==> config.mk <==
export PLATFORM = sky130hd
export DESIGN_NAME = pxl_pack_lane
export DESIGN_NICKNAME = d
export VERILOG_FILES = /design/src/rtl/pxl_pack_pkg.sv /design/src/rtl/pxl_mode_sel.sv /design/src/rtl/pxl_wr_packer.sv /design/src/rtl/pxl_rd_unpacker.sv /design/src/rtl/pxl_pack_lane.sv
export SDC_FILE = /design/constraint.sdc
export NUM_CORES = 1
export LEC_CHECK = 0
export ABC_AREA = 1
export BUFFER_PORTS_ARGS = -buffer_cell sky130_fd_sc_hd__buf_2
export CAP_MARGIN = 20
export CORE_MARGIN = 4
export CORE_UTILIZATION = 43
export DETAILED_ROUTE_END_ITERATION = 8
export GPL_TIMING_DRIVEN = 1
export PLACE_DENSITY = 0.81
export SLEW_MARGIN = 20
export SYNTH_ARGS = -nofsm -noshare
export SYNTH_HDL_FRONTEND = slang
export SYNTH_SLANG_ARGS = --single-unit
==> constraint.sdc <==
create_clock -name clk -period 1.5 [get_ports clk]
set_clock_uncertainty 0.2 [all_clocks]
set_input_delay 0 -clock clk [delete_from_list [all_inputs] [get_ports clk]]
set_output_delay 0 -clock clk [all_outputs]
set_load 0.005 [all_outputs]
==> src/rtl/pxl_pack_pkg.sv <==
package pxl_pack_pkg;
   typedef enum logic {
      DROP_MSB = 1'b0,
      DROP_LSB = 1'b1
   } drop_e;
endpackage

==> src/rtl/pxl_mode_sel.sv <==
module pxl_mode_sel
   import pxl_pack_pkg::*;
#(
   parameter int N_BUF = 4,
   localparam int BUF_W = (N_BUF > 1) ? $clog2(N_BUF) : 1
)(
   input  logic             cfg_blk12,
   input  logic [N_BUF-1:0] cfg_pack_en,
   input  logic [N_BUF-1:0] cfg_drop_lsb,
   input  logic [BUF_W-1:0] buf_idx,
   output logic             packed_o,
   output drop_e            drop_o
);
   logic en_sel;
   logic lsb_sel;

   generate
      if (N_BUF < 1) begin : g_bad
         $error("pxl_mode_sel: N_BUF must be at least 1");
      end
      if (N_BUF == 1) begin : g_single
         assign en_sel  = cfg_pack_en[0];
         assign lsb_sel = cfg_drop_lsb[0];
      end else begin : g_multi
         always_comb begin
            en_sel  = 1'b0;
            lsb_sel = 1'b0;
            if (int'(buf_idx) < N_BUF) begin
               en_sel  = cfg_pack_en[buf_idx];
               lsb_sel = cfg_drop_lsb[buf_idx];
            end
         end
      end
   endgenerate

   assign packed_o = cfg_blk12 & en_sel;
   assign drop_o   = lsb_sel ? DROP_LSB : DROP_MSB;
endmodule

==> src/rtl/pxl_wr_packer.sv <==
module pxl_wr_packer
   import pxl_pack_pkg::*;
#(
   parameter int LANE_W  = 8,
   parameter int N_LANES = 4,
   localparam int DW     = LANE_W * N_LANES
)(
   input  logic               packed_i,
   input  drop_e              drop_i,
   input  logic [DW-1:0]      data_i,
   input  logic [N_LANES-1:0] strb_i,
   output logic [DW-1:0]      data_o,
   output logic [N_LANES-1:0] strb_o
);
   logic [DW-1:0]      pk_data;
   logic [N_LANES-1:0] pk_strb;

   generate
      if (N_LANES < 2) begin : g_bad
         $error("pxl_wr_packer: N_LANES must be at least 2");
      end
      for (genvar i = 0; i < N_LANES - 1; i++) begin : g_lane
         assign pk_data[i*LANE_W +: LANE_W] = (drop_i == DROP_LSB) ?
            data_i[(i+1)*LANE_W +: LANE_W] : data_i[i*LANE_W +: LANE_W];
         assign pk_strb[i] = (drop_i == DROP_LSB) ? strb_i[i+1] : strb_i[i];
      end
   endgenerate

   assign pk_data[(N_LANES-1)*LANE_W +: LANE_W] = '0;
   assign pk_strb[N_LANES-1] = 1'b0;

   assign data_o = packed_i ? pk_data : data_i;
   assign strb_o = packed_i ? pk_strb : strb_i;
endmodule

==> src/rtl/pxl_rd_unpacker.sv <==
module pxl_rd_unpacker
   import pxl_pack_pkg::*;
#(
   parameter int LANE_W  = 8,
   parameter int N_LANES = 4,
   localparam int DW     = LANE_W * N_LANES
)(
   input  logic              packed_i,
   input  drop_e             drop_i,
   input  logic [LANE_W-1:0] fill_i,
   input  logic [DW-1:0]     data_i,
   output logic [DW-1:0]     data_o
);
   logic [DW-1:0] up_data;

   generate
      for (genvar i = 0; i < N_LANES; i++) begin : g_lane
         if (i == 0) begin : g_low
            assign up_data[i*LANE_W +: LANE_W] = (drop_i == DROP_LSB) ?
               fill_i : data_i[i*LANE_W +: LANE_W];
         end else if (i == N_LANES - 1) begin : g_top
            assign up_data[i*LANE_W +: LANE_W] = (drop_i == DROP_LSB) ?
               data_i[(i-1)*LANE_W +: LANE_W] : fill_i;
         end else begin : g_mid
            assign up_data[i*LANE_W +: LANE_W] = (drop_i == DROP_LSB) ?
               data_i[(i-1)*LANE_W +: LANE_W] : data_i[i*LANE_W +: LANE_W];
         end
      end
   endgenerate

   assign data_o = packed_i ? up_data : data_i;
endmodule

==> src/rtl/pxl_pack_lane.sv <==
module pxl_pack_lane
   import pxl_pack_pkg::*;
#(
   parameter int LANE_W  = 8,
   parameter int N_LANES = 4,
   parameter int N_BUF   = 4,
   localparam int DW     = LANE_W * N_LANES,
   localparam int BUF_W  = (N_BUF > 1) ? $clog2(N_BUF) : 1
)(
   input  logic               clk,
   input  logic               rst_n,
   input  logic               cfg_blk12,
   input  logic [N_BUF-1:0]   cfg_pack_en,
   input  logic [N_BUF-1:0]   cfg_drop_lsb,
   input  logic [LANE_W-1:0]  cfg_fill,
   input  logic [DW-1:0]      cfg_dflt,
   input  logic               req_vld,
   input  logic               req_wr,
   input  logic [BUF_W-1:0]   req_buf,
   input  logic               req_mapped,
   input  logic [DW-1:0]      req_wdata,
   input  logic [N_LANES-1:0] req_wstrb,
   input  logic [DW-1:0]      mem_rdata,
   output logic               wr_vld,
   output logic [DW-1:0]      wr_data,
   output logic [N_LANES-1:0] wr_strb,
   output logic               rd_vld,
   output logic [DW-1:0]      rd_data,
   output logic               acc_packed
);
   generate
      if (LANE_W < 1) begin : g_bad_lane
         $error("pxl_pack_lane: LANE_W must be at least 1");
      end
      if (N_LANES < 2) begin : g_bad_lanes
         $error("pxl_pack_lane: N_LANES must be at least 2");
      end
   endgenerate

   logic               pk;
   drop_e              drop;
   logic [DW-1:0]      wr_data_nx;
   logic [N_LANES-1:0] wr_strb_nx;
   logic [DW-1:0]      rd_unpk;

   pxl_mode_sel #(.N_BUF(N_BUF)) u_mode (
      .cfg_blk12   (cfg_blk12),
      .cfg_pack_en (cfg_pack_en),
      .cfg_drop_lsb(cfg_drop_lsb),
      .buf_idx     (req_buf),
      .packed_o    (pk),
      .drop_o      (drop)
   );

   pxl_wr_packer #(.LANE_W(LANE_W), .N_LANES(N_LANES)) u_wr (
      .packed_i(pk),
      .drop_i  (drop),
      .data_i  (req_wdata),
      .strb_i  (req_wstrb),
      .data_o  (wr_data_nx),
      .strb_o  (wr_strb_nx)
   );

   pxl_rd_unpacker #(.LANE_W(LANE_W), .N_LANES(N_LANES)) u_rd (
      .packed_i(pk),
      .drop_i  (drop),
      .fill_i  (cfg_fill),
      .data_i  (mem_rdata),
      .data_o  (rd_unpk)
   );

   logic wr_go;
   logic rd_go;
   assign wr_go = req_vld & req_wr & req_mapped;
   assign rd_go = req_vld & ~req_wr;

   always_ff @(posedge clk) begin
      if (!rst_n) begin
         wr_vld     <= 1'b0;
         wr_data    <= '0;
         wr_strb    <= '0;
         rd_vld     <= 1'b0;
         rd_data    <= '0;
         acc_packed <= 1'b0;
      end else begin
         wr_vld     <= wr_go;
         wr_data    <= wr_go ? wr_data_nx : '0;
         wr_strb    <= wr_go ? wr_strb_nx : '0;
         rd_vld     <= rd_go;
         rd_data    <= rd_go ? (req_mapped ? rd_unpk : cfg_dflt) : '0;
         acc_packed <= req_vld & pk;
      end
   end

   // a write and a read result never show in the same cycle
   a_r2_one_kind: assert property (@(posedge clk) disable iff (!rst_n)
      !(wr_vld && rd_vld));

   // an idle cycle leaves both valids low after the edge
   a_r2_idle_quiet: assert property (@(posedge clk) disable iff (!rst_n)
      !req_vld |=> (!wr_vld && !rd_vld && !acc_packed));

   // an unmapped write is not forwarded
   a_r9_drop_unmapped_wr: assert property (@(posedge clk) disable iff (!rst_n)
      (req_vld && req_wr && !req_mapped) |=> !wr_vld);

   // an unmapped read returns the default word, packing or not
   a_r9_dflt_read: assert property (@(posedge clk) disable iff (!rst_n)
      (req_vld && !req_wr && !req_mapped) |=> (rd_vld && rd_data == $past(cfg_dflt)));

   // in 16-byte mode no access is packed
   a_r3_no_pack_16: assert property (@(posedge clk) disable iff (!rst_n)
      (req_vld && !cfg_blk12) |=> !acc_packed);

   // a packed write never strobes or carries the top lane
   a_r5_top_lane_idle: assert property (@(posedge clk) disable iff (!rst_n)
      (wr_vld && acc_packed) |-> (!wr_strb[N_LANES-1] &&
                                  wr_data[DW-1 -: LANE_W] == '0));

   // an unpacked mapped write passes data and strobes through
   a_r8_pass_write: assert property (@(posedge clk) disable iff (!rst_n)
      (req_vld && req_wr && req_mapped && !cfg_blk12) |=>
         (wr_data == $past(req_wdata) && wr_strb == $past(req_wstrb)));
endmodule

### After elaboration in Yosys (flattened, before gate mapping)

Index checks and enable logic that the tools add are counted.

| storage, ports and cells | value |
|---|---|
| register bits after elaboration | 71 |
| latch bits | 0 |
| memory bits (writable) | 0 |
| bits in read-only memories | 0 |
| input bits | 124 |
| output and inout bits | 71 |
| logic and storage cells | 39 |
| memories | 0 |

| cells by class | value |
|---|---|
| add/sub/neg operators | 0 |
| multipliers | 0 |
| div/mod/pow operators | 0 |
| magnitude comparators | 1 |
| equality and inequality tests | 0 |
| shifts and indexed selects | 0 |
| multiplexer cells | 19 |
| bitwise logic cells | 8 |
| reduce and logical (&&, ||, !) cells | 3 |

Operator list:

| kind | number |
|---|---|
| 32-bit two-way mux | 2 |
| 8-bit two-way mux | 7 |
| 24-bit two-way mux | 1 |
| 1-bit two-way mux | 6 |
| 1-bit bitwise AND | 5 |
| 1-bit binary-select mux with 2-bit select | 2 |
| 2-bit AND reduction | 2 |
| 2-bit by 3-bit less-than comparator with 1-bit output (second input constant) | 1 |
| 3-bit two-way mux | 1 |
| 1-bit inverter | 3 |
| 3-bit OR reduction | 1 |

### Depth between registers and ports, before layout

| logic depth | value |
|---|---|
| depth after elaboration | 6 |
| mapped depth | 11 |
| mapped depth without buffers | 10 |

### Modules after synthesis

Synthesis repeated with hierarchy kept, for this count alone.

| second synthesis, totals | value |
|---|---|
| cell total of the unflattened synthesis | 578 |
| area total of the unflattened synthesis | 3741.1 um^2 |

By module, submodules not included:

| module | instances | cells each | area an instance (um^2) | seq. area each (um^2) |
|---|---|---|---|---|
| pxl_pack_lane | 1 | 326 | 2511.2 | 1421.4 |
| pxl_rd_unpacker | 1 | 123 | 635.6 | 0.0 |
| pxl_wr_packer | 1 | 109 | 511.7 | 0.0 |
| pxl_mode_sel | 1 | 20 | 82.6 | 0.0 |

### Worst setup path before layout

OpenSTA, ideal clock, no wires.

| timing path | value |
|---|---|
| path kind | input to register |
| start | input cfg_blk12 |
| end | register rd_data[10] |
| setup time | 0.056 ns |
| arrival | 0.854 ns |
| required time | 1.244 ns |
| slack | 0.390 ns |
| stages on the path | 6 |
| path buffers | 2 |
| cells stage by stage | buf_1 -> clkbuf_1 -> nand4_1 -> nand3_1 -> nand2_1 -> inv_1 |

| on the way | value |
|---|---|
| word-level cells in the longest chain between the ends | 3 |

RTL lines:

| item | RTL line | source |
|---|---|---|
| from (decl) | pxl_pack_lane.sv:12 | `input logic cfg_blk12,` |
| 1-bit bitwise AND | pxl_mode_sel.sv:36 | `assign packed_o = cfg_blk12 & en_sel;` |
| 32-bit two-way mux | pxl_rd_unpacker.sv:31 | `assign data_o = packed_i ? up_data : data_i;` |
| 32-bit two-way mux | pxl_pack_lane.sv:90 | `rd_data <= rd_go ? (req_mapped ? rd_unpk : cfg_dflt) : '0;` |
| to (signal assigned) | pxl_pack_lane.sv:90 |  |
| to (decl) | pxl_pack_lane.sv:28 | `output logic [DW-1:0] rd_data,` |

Every way passes these cells.
A chain may end at the register's enable or synchronous reset.

### Worst setup path after layout

| timing path | value |
|---|---|
| start | input cfg_dflt[29] |
| end | register rd_data[29] |

| on the way | value |
|---|---|
| word-level cells in the longest chain between the ends | 1 |

RTL lines:

| item | RTL line | source |
|---|---|---|
| from (decl) | pxl_pack_lane.sv:16 | `input logic [DW-1:0] cfg_dflt,` |
| 32-bit two-way mux | pxl_pack_lane.sv:90 |  |

Every way passes these cells.

==> results.py <==
metrics = {
    "run_status": {
        "status": "finished with violations",
        "violations": "negative hold slack",
    },
    "detailed_routing": {
        "antenna_left": 0,
        "num_vias": 4540,
        "drc": 0,
        "first_iter_violations": 332,
        "first_pass_iters": 6,
        "finalWirelength_mm": 14.71,
        "routedWlPerCell_um": 16.71,
        "avgViaCountPerCell": 5.159,
    },
    "synth": {
        "synth_mux_area_share_pct": 0,
        "yosys.area_share.simple_pct": 31.41,
        "synth_xor_area_share_pct": 0,
        "yosysTopAreaCell": "dfxtp_1",
        "synth_top_area_share_pct": 44.88,
        "synth_commonest_cells": "97 x nand2_1, 75 x nor2_1, 71 x dfxtp_1, 66 x inv_1",
        "synthCells": 467,
        "synth_compound_area_share_pct": 11.06,
        "synth_area_leaders": "dfxtp_1 45%, nand2_1 11%, nor2_1 8.9%",
        "synthArstFlopShare_pct": 0,
        "ys_seq_area_share_pct": 44.88,
        "syn_nets": 591,
        "ys_warn_count": 0,
        "synthesis.area_um2": 3167,
        "ys_types": 20,
        "synthAdderAreaFrac_pct": 0,
        "synth_edf_count": 0,
        "syn_area_per_cell_um2": 6.781,
        "ys.flop_type": "dfxtp_1",
        "synth_top_family_by_area": "simple AND/OR/NAND/NOR gates",
        "synth_seq_cells": 71,
        "yosysMostFrequentCell": "nand2_1",
    },
    "grt": {
        "top_usage_layer": "met2",
        "met3_usage_pct": 9.375,
        "grt_use_met2_pct": 56.77,
        "grt_pass1_wl_mm": 22.56,
        "grt_max_degree": 65,
        "track_usage_pct": 33.02,
        "grt_pass1_vias": 4684,
        "grtUsageMet1_pct": 34.84,
        "antenna_found_initial": 0,
        "grt_overflow": 0,
    },
    "power_and_ir_drop": {
        "p_leak_nw": 3.135,
        "peakVddDrop_v": 0.0004607,
        "powerDensity_nw_per_um2": 830.6,
    },
    "timing": {
        "fin_crit_ns": 1.454,
        "fin_crit_sh_pct": 96.95,
        "whs_ns": -0.03593,
        "slew_viol_final": 0,
        "finalSetupTns_ns": 0,
        "fmax_mhz": 687.7,
        "setup_viol_count_final": 0,
        "worstMarginPinSlew_ns": 0.8051,
        "slew_headroom_pct": 46.27,
        "hold_viol": 1,
        "fin_ws_ns": 0.04581,
    },
    "placement": {
        "place_ws_ns": -0.02452,
        "place_inst": 740,
        "hpwl_mm": 7.907,
        "place_congestion": 0.8579,
        "portBuffers": 194,
    },
    "worst_setup_path": {
        "crit_path_top_delay_cell": "dlygate4sd3_1",
        "cp.arrival_ns": 1.51,
        "path_common_cell": "dlygate4sd3_1",
        "cp-start-kind": "input pin",
        "critPathMaxStageDelay_ns": 0.60,
        "path_cells": "dlygate4sd3_1, buf_2, o21ai_1, dlygate4sd3_1, nor2_1",
        "crit_buf_inv": 3,
        "cp_top_family": "buffers and inverters",
        "critPathKind": "input pin to flop",
        "worstPathRequired_ns": 1.55,
        "worstPathMaxFanout": 1,
        "cp-end-kind": "flop",
    },
    "finish": {
        "fin_nets": 899,
        "drive_gt1_share_pct": 29.36,
        "final_cells": 880,
        "area_delta_synth_final_pct": 78.82,
    },
    "cts": {
        "clkSinkCount": 71,
        "clockBufferDepth": 2,
        "cts-root-buf": "clkbuf_8",
        "cts-buffers-inserted": 9,
        "clkSlewWorstSetupHoldPaths_ns": 0.09,
        "htree_levels": 3,
        "cts_tree": "yes",
    },
    "floorplanning": {
        "fp.dieW_um": 93.82,
        "io-pin-count": 195,
        "start_util_pct": 43.90,
        "dieArea_um2": 8801,
        "die_h_um": 93.82,
        "coreArea_um2": 7214,
        "num_rows": 31,
    },
    "run": {
        "maxCapViolCount": 0,
    },
    "min_path": {
        "hp-class": "input pin to flop",
    },
}
logic make-up after synthesis:
logic type             after synthesis
flip-flops                          71
AO/OA/AOI/OAI                       70
buffers and inverters               96
AND/OR/NAND/NOR                    230
final cells by class:
type / count / area [µm²]
Clock buffer: 9 / 123.9
Antenna cell: 1 / 2.502
Tap cell: 99 / 123.9
Multi-Input combinational cell: 300 / 1345
Inverter: 67 / 251.5
Sequential cell: 71 / 1421
Fill cell: 457 / 1551
Timing Repair Buffer: 326 / 2290
Clock inverter: 7 / 105.1
state kept, by name (all words and copies together) (netlist names):
| signal | count |
|---|---|
| rd_data | 32 |
| acc_packed | 1 |
| wr_data | 32 |
| rd_vld | 1 |
| wr_strb | 4 |
| wr_vld | 1 |
stage by stage:
step	utilization, %	power [mW]	instance area (µm²)
detailed placement	58.29	2.633	4205
finish	78.49	4.704	5663
global route	78.46	4.875	5660
global placement	58.29	2.626	4205
floorplan	-	2.324	3167
CTS	78.25	4.616	5645
repair_timing:
action,CTS,global route
setup buffers,0,2
hold buffers,121,1
resized for setup,0,1
endpoints found under the hold margin,71,1
setup endpoints to repair,0,3
per-layer routing:
layer / vias up / routed length, µm
li1: 2077 / -
met1: 1979 / 5088
met2: 400 / 7049
met3: 84 / 1686
met4: 0 / 882
met5: - / 0
final timing paths:
kind	end	slack, ns	depth (start not counted)	startpoint
worst max-delay path	rd_data[29]	0.05	5	cfg_dflt[29]
worst min-delay path	rd_data[27]	-0.04	5	req_wr
cell usage in the layout, fill, tap and decap left out, types with 3 or more instances in the layout:
cell type / synthesis / routed
buf_2: 9 / 194
dlygate4sd3_1: 0 / 121
nand2_1: 97 / 97
nor2_1: 75 / 75
dfxtp_1: 71 / 71
inv_1: 66 / 66
a21oi_1: 35 / 35
o21ai_0: 35 / 34
nand3_1: 27 / 27
nand4_1: 24 / 24
clkbuf_8: 0 / 9
buf_4: 1 / 9
nand2_2: 3 / 3
power breakdown:
group | internal (mW) | switching (mW)
logic | 0.481 | 0.478
clock network | 0.960 | 0.835
registers | 1.93 | 0.0156
total | 3.37 | 1.33
worst min-delay path: cells and delay by family:
family	cells	cell delay (ns)
simple gates	2	0.12
buf+inv	2	0.26
compound gates	1	0.09
(Power assumes the default switching activity.)
